[config.mk]
export PLATFORM = sky130hd
export DESIGN_NAME = fdd_media_ctl
export DESIGN_NICKNAME = d
export VERILOG_FILES = /design/src/rtl/fdd_media_ctl.sv
export SDC_FILE = /design/constraint.sdc
export NUM_CORES = 1
export LEC_CHECK = 0
export CORE_MARGIN = 1.5
export CORE_UTILIZATION = 48
export DETAILED_ROUTE_END_ITERATION = 10
export HOLD_SLACK_MARGIN = 0.1
export MAX_ROUTING_LAYER = met4
export PLACE_DENSITY = 0.77
export SYNTH_ARGS = -nofsm -noshare
export SYNTH_HDL_FRONTEND = slang
export SYNTH_SLANG_ARGS = --single-unit
[constraint.sdc]
create_clock -name clk -period 2.2 [get_ports clk]
set_input_delay 0.33 -clock clk [delete_from_list [all_inputs] [get_ports clk]]
set_output_delay 0.33 -clock clk [all_outputs]
set_load 0.05 [all_outputs]
[src/rtl/fdd_media_ctl.sv]
`timescale 1ns/1ps
module fdd_media_ctl #(
  parameter int SYNC_STAGES = 2
) (
  input  logic clk,
  input  logic rst_n,
  input  logic disk_in,
  input  logic wp_open,
  input  logic hd_hole,
  input  logic sel_n,
  input  logic step_n,
  input  logic wgate_n,
  input  logic wdata_n,
  output logic dchg_n,
  output logic wprot_n,
  output logic hd_out,
  output logic wmode,
  output logic wdata_pulse,
  output logic oe
);
  localparam int NIN = 7;
  localparam logic [NIN-1:0] IDLE = 7'b1111000;

  logic [NIN-1:0] raw;
  logic [NIN-1:0] sync_q [SYNC_STAGES];
  logic [NIN-1:0] s;
  logic step_prev, wd_prev;
  logic dchg_q, prot_q, hd_q, wmode_q, pulse_q, oe_q;

  assign raw = {sel_n, step_n, wgate_n, wdata_n, disk_in, wp_open, hd_hole};

  always_ff @(posedge clk or negedge rst_n) begin
    if (!rst_n) begin
      for (int i = 0; i < SYNC_STAGES; i++) sync_q[i] <= IDLE;
    end else begin
      sync_q[0] <= raw;
      for (int i = 1; i < SYNC_STAGES; i++) sync_q[i] <= sync_q[i-1];
    end
  end

  assign s = sync_q[SYNC_STAGES-1];

  logic s_sel_n, s_step_n, s_wgate_n, s_wdata_n, s_disk, s_wp, s_hd;
  assign {s_sel_n, s_step_n, s_wgate_n, s_wdata_n, s_disk, s_wp, s_hd} = s;

  logic prot, wr_ok, step_fall, wd_fall;
  assign prot      = s_wp | ~s_disk;
  assign wr_ok     = ~s_sel_n & ~s_wgate_n & ~prot;
  assign step_fall = step_prev & ~s_step_n;
  assign wd_fall   = wd_prev & ~s_wdata_n;

  always_ff @(posedge clk or negedge rst_n) begin
    if (!rst_n) begin
      step_prev <= 1'b1;
      wd_prev   <= 1'b1;
      dchg_q    <= 1'b1;
      prot_q    <= 1'b1;
      hd_q      <= 1'b1;
      wmode_q   <= 1'b0;
      pulse_q   <= 1'b0;
      oe_q      <= 1'b0;
    end else begin
      step_prev <= s_step_n;
      wd_prev   <= s_wdata_n;
      if (!s_disk)                       dchg_q <= 1'b1;
      else if (step_fall && !s_sel_n)    dchg_q <= 1'b0;
      prot_q    <= prot;
      hd_q      <= s_hd | ~s_disk;
      wmode_q   <= wr_ok;
      pulse_q   <= wd_fall & wr_ok;
      oe_q      <= ~s_sel_n;
    end
  end

  assign dchg_n      = ~dchg_q;
  assign wprot_n     = ~prot_q;
  assign hd_out      = hd_q;
  assign wmode       = wmode_q;
  assign wdata_pulse = pulse_q;
  assign oe          = oe_q;

  AST_PULSE_SINGLE: assert property (@(posedge clk) disable iff (!rst_n)
    pulse_q |=> !pulse_q);
  AST_PULSE_IN_WMODE: assert property (@(posedge clk) disable iff (!rst_n)
    pulse_q |-> wmode_q);
  AST_WMODE_UNPROT: assert property (@(posedge clk) disable iff (!rst_n)
    wmode_q |-> (!prot_q && oe_q));
  AST_DCHG_CLEAR_SEL: assert property (@(posedge clk) disable iff (!rst_n)
    $fell(dchg_q) |-> oe_q);
  AST_DCHG_SET_NODISK: assert property (@(posedge clk) disable iff (!rst_n)
    $rose(dchg_q) |-> (hd_q && prot_q));
endmodule

## Word level (Yosys, flattened, before mapping)

Cells that the tools add are included.

- Bits in latches: 0
- Logic and storage cells: 30
- Output and inout bits: 6
- Memories: 0
- Register bits: 22
- RAM bits: 0
- Bits in read-only memories: 0
- Input bits: 9

- Add/sub/neg operators: 0
- Bitwise operators: 15
- Shift-type cells: 0
- Multiplexer cells: 2
- Reductions and logical operators: 2
- Multiply operators: 0
- Eq/ne operators: 1
- Divide/modulo/power cells: 0
- Order comparisons: 0

Operators with widths:

| operator | count |
|---|---|
| $not 1->1 | 8 |
| $and 1x1->1 | 5 |
| $mux 1 | 2 |
| $ne 2x1->1 const B | 1 |
| $or 1x1->1 | 2 |
| $logic_and 1x1->1 | 1 |
| $logic_not 1->1 | 1 |

## Logic depth before layout (Yosys ltp)

- Depth in word-level cells: 5
- Depth in mapped cells: 2
- Gate-level depth less buffers: 2

## Worst setup path before layout

OpenSTA, ideal clock, no wires.

- Path type: flip-flop to output port
- Start point: register dchg_q
- End point: output dchg_n
- Buffers on the path: 0
- Setup slack: 1187 ps
- Required time: 1870 ps
- Cell stages (with the launch flop): 2
- Arrival: 683 ps
- Cells stage by stage: dfstp_2 -> inv_1

- Cells in the longest elaborated chain, start to end: 1

Ends and longest elaborated chain:

| what | line | source |
|---|---|---|
| start: declaration | 28 | `logic dchg_q, prot_q, hd_q, wmode_q, pulse_q, oe_q;` |
| start signal: assignment | 56 | `dchg_q <= 1'b1;` |
| start signal: assignment | 65 | `if (!s_disk) dchg_q <= 1'b1;` |
| start signal: assignment | 66 | `else if (step_fall && !s_sel_n) dchg_q <= 1'b0;` |
| $not 1->1 | 75 | `assign dchg_n = ~dchg_q;` |
| end: declaration | 14 | `output logic dchg_n,` |

No other way between the ends.

## Worst setup path after layout

- Start point: register hd_q, in the netlist hd_out
- End point: output hd_out

RTL lines:

| what | line | source |
|---|---|---|
| start: declaration | 28 |  |
| start signal: assignment | 68 | `hd_q <= s_hd \| ~s_disk;` |
| end: declaration | 16 | `output logic hd_out,` |

No word-level cell between the ends.

==> key figures <==
Timing
  • Worst Clk Skew: 9.40 ps
  • Post-route clock period utilization: 0.879
  • TNS Setup: 0 ps
  • Final setup fails: 0
  • Max Fclk: 517 MHz
  • Crit path time final: 1930 ps
  • Max-slew headroom: 0.671
  • Fin. Hold Viols: 0
  • Worst slew pin tran: 492 ps
  • Max Slew Vio Count: 0
  • RSZ-0062 raised after global routing: false

GRT
  • Vias in the first global route: 298
  • Largest net degree at the start of global routing: 23
  • Initial antenna violation count: 0
  • First-pass GRT wire length: 1210 um
  • GRT overflow: 0
  • Overall Global Routing Usage: 0.137

Clocking
  • Clock latency on the worst-skew pair: 300 ps
  • Post-CTS Hold Buffers: 0
  • CTS Buffer Depth: 2
  • CTS tree: yes
  • PostCTS Resize Cnt: 0
  • H-Tree Depth: 1
  • Setup bufs post-CTS: 0
  • CTS Buf Count: 3
  • Clk root buf: clkbuf_4
  • Clock transition at path regs: 110 ps
  • Clock sink count: 22

Placed design
  • Dpl hpwl: 501 um
  • Placer Congestion: 0.657
  • Placed cells: 60
  • PortBufs: 14

Detailed routing
  • Via density: 4.78
  • Residual DRC count: 0
  • Vias: 306
  • DRT iter0 DRCs: 1
  • Routed WL: 683 um
  • Detail-routed net length per standard cell: 10.7 um
  • TritonRoute pass-1 iters: 2
  • Antenna-violating nets left: 0

Finish
  • Final-stage net count: 60
  • Inserted Diodes: 0
  • Fillers: 74
  • Layout cells sized above 1: 0.360
  • Layout Area Growth over Synthesis: 30.1%
  • Core Util, Final: 0.706
  • Final Non-Filler Cells: 64

Die
  • Die area: 0.00155 mm^2
  • Initial Util: 0.543
  • Die height: 39.4 um
  • Core footprint: 0.00117 mm^2
  • IO Pins: 15
  • Die W: 39.4 um
  • Core Rows: 12

Worst setup path
  • CP arrival: 1600 ps
  • Critical Path Stages: 1
  • Crit path to: hd_out
  • Critical path peak fanout: 1
  • Crit-path max cell delay: 790 ps
  • R2r setup slk: 1280 ps
  • CP top delay family: buffers and inverters
  • CP max stage cell: clkdlybuf4s50_1
  • Crit path from: hd_out
  • Worst r2r path cells: 2
  • Crit end category: output port
  • Worst path cell trace: clkdlybuf4s50_1
  • R2r endpoint: wdata_pulse
  • Worst EP required: 1870 ps
  • CP startpoint kind: flip-flop
  • R2r startpoint: s[4]
  • Bufs and invs on worst path: 1
  • CP Class: flip-flop to output port

Synth
  • Post-synthesis mux area share: 0
  • Adder-cell share of the synthesized area: 0
  • Mapped Avg Cell Area: 20.5 um^2
  • Most area-hungry cell type in the Yosys netlist: dfstp_2
  • Yosys cell types: 8
  • Xor/xnor share of the synthesized area: 0
  • Compound-cell area share of the yosys netlist: 0.00787
  • Post-Synth Simple-Gate Area: 0.0827
  • Largest family of logic cells by synthesized area: simple AND/OR/NAND/NOR gates
  • Seq/Total Area, Yosys: 0.892
  • Synth area leaders: dfstp_2 54%, dfrtp_1 35%, nor4b_4 3.7%
  • Mapped Nets: 40
  • Synth warn: 0
  • Yosys reg bits: 22
  • Post-Syn Instances: 31
  • Post-Synthesis Cell Area: 636 um^2
  • Top cell type's share of synthesized area: 0.537

Power and ir drop
  • Peak supply drop: 0.000467 V
  • LEAKAGE: 0.363 nW
  • Pwr Density: 807 mW/mm^2

Run
  • Max-cap viol count: 0

Worst hold path
  • Worst hold path class: flip-flop to flip-flop

Outcome
  • Status: finished clean
-- synthesized netlist by cell type --
library cell and number:
and3b_1 1, nand2b_1 2, inv_1 3, dfrtp_1 9
nor3b_1 1, dfstp_2 13, nor4b_4 1, o21ai_0 1
-- registers in the layout, summed over array words and instances (netlist names) --
signal / cells
s: 7
wd_prev: 1
hd_out: 1
sync_q: 7
prot_q: 1
dchg_q: 1
wdata_pulse: 1
oe: 1
wmode: 1
step_prev: 1
-- final cells by class --
| type | instances | area (um^2) | share of cell area |
|---|---|---|---|
| Multi-Input combinational cell | 6 | 57.6 | 0.0696 |
| Tap cell | 14 | 17.5 | 0.0212 |
| Clock buffer | 4 | 26.3 | 0.0318 |
| Sequential cell | 22 | 567 | 0.685 |
| Inverter | 3 | 11.3 | 0.0136 |
| Timing Repair Buffer | 15 | 148 | 0.179 |
-- power breakdown --
group	switching, mW	total (mW)	internal, mW
sequential	0.00804	0.441	0.433
combinational	0.0279	0.0523	0.0244
clock	0.103	0.174	0.0706
total	0.139	0.667	0.528
-- how the worst min path moves through the flow --
stage / startpoint / end / slack [ps] / cells past startpoint
floorplan: rst_n / oe / 30 / 0
global placement: sync_q[7] / s[0] / 330 / 0
detailed placement: sync_q[9] / s[2] / 340 / 0
CTS: sync_q[13] / s[6] / 350 / 0
global route: sync_q[13] / s[6] / 350 / 0
finish: sync_q[13] / s[6] / 350 / 0
-- per-stage QoR --
step / power [mW] / hold slack (ps) / setup WS [ps] / instance area (um^2)
final: 0.667 / 352 / 265 / 827
after global routing: 0.705 / 350 / 218 / 827
after CTS: 0.680 / 351 / 246 / 827
after detailed placement: 0.502 / 343 / 584 / 801
after global placement: 0.499 / 332 / 591 / 801
after floorplan: 0.468 / 34.4 / 1190 / 636
-- kinds of logic (layout without fill, tap and decap cells) --
family                 after synthesis  count (layout)
and+or+nand+nor                      5               5
AOI/OAI and AO/OA                    1               1
DFF                                 22              22
buffers and inverters                3              22
-- cell usage in the layout, fill, tap and decap left out --
master           synthesis  routed
dfstp_2                 13      13
o21ai_0                  1       1
buf_4                    0       1
inv_1                    3       3
dfrtp_1                  9       9
clkdlybuf4s50_1          0      14
nor4b_4                  1       1
nand2b_1                 2       2
clkbuf_1                 0       1
clkbuf_4                 0       3
and3b_1                  1       1
nor3b_1                  1       1
-- per-layer routing --
metal,track usage,part of all wire
met4,0.103,0.025
met5,-,0
met2,0.233,0.54
met3,0.0511,0.079
met1,0.120,0.35
(Power assumes the default switching activity.)
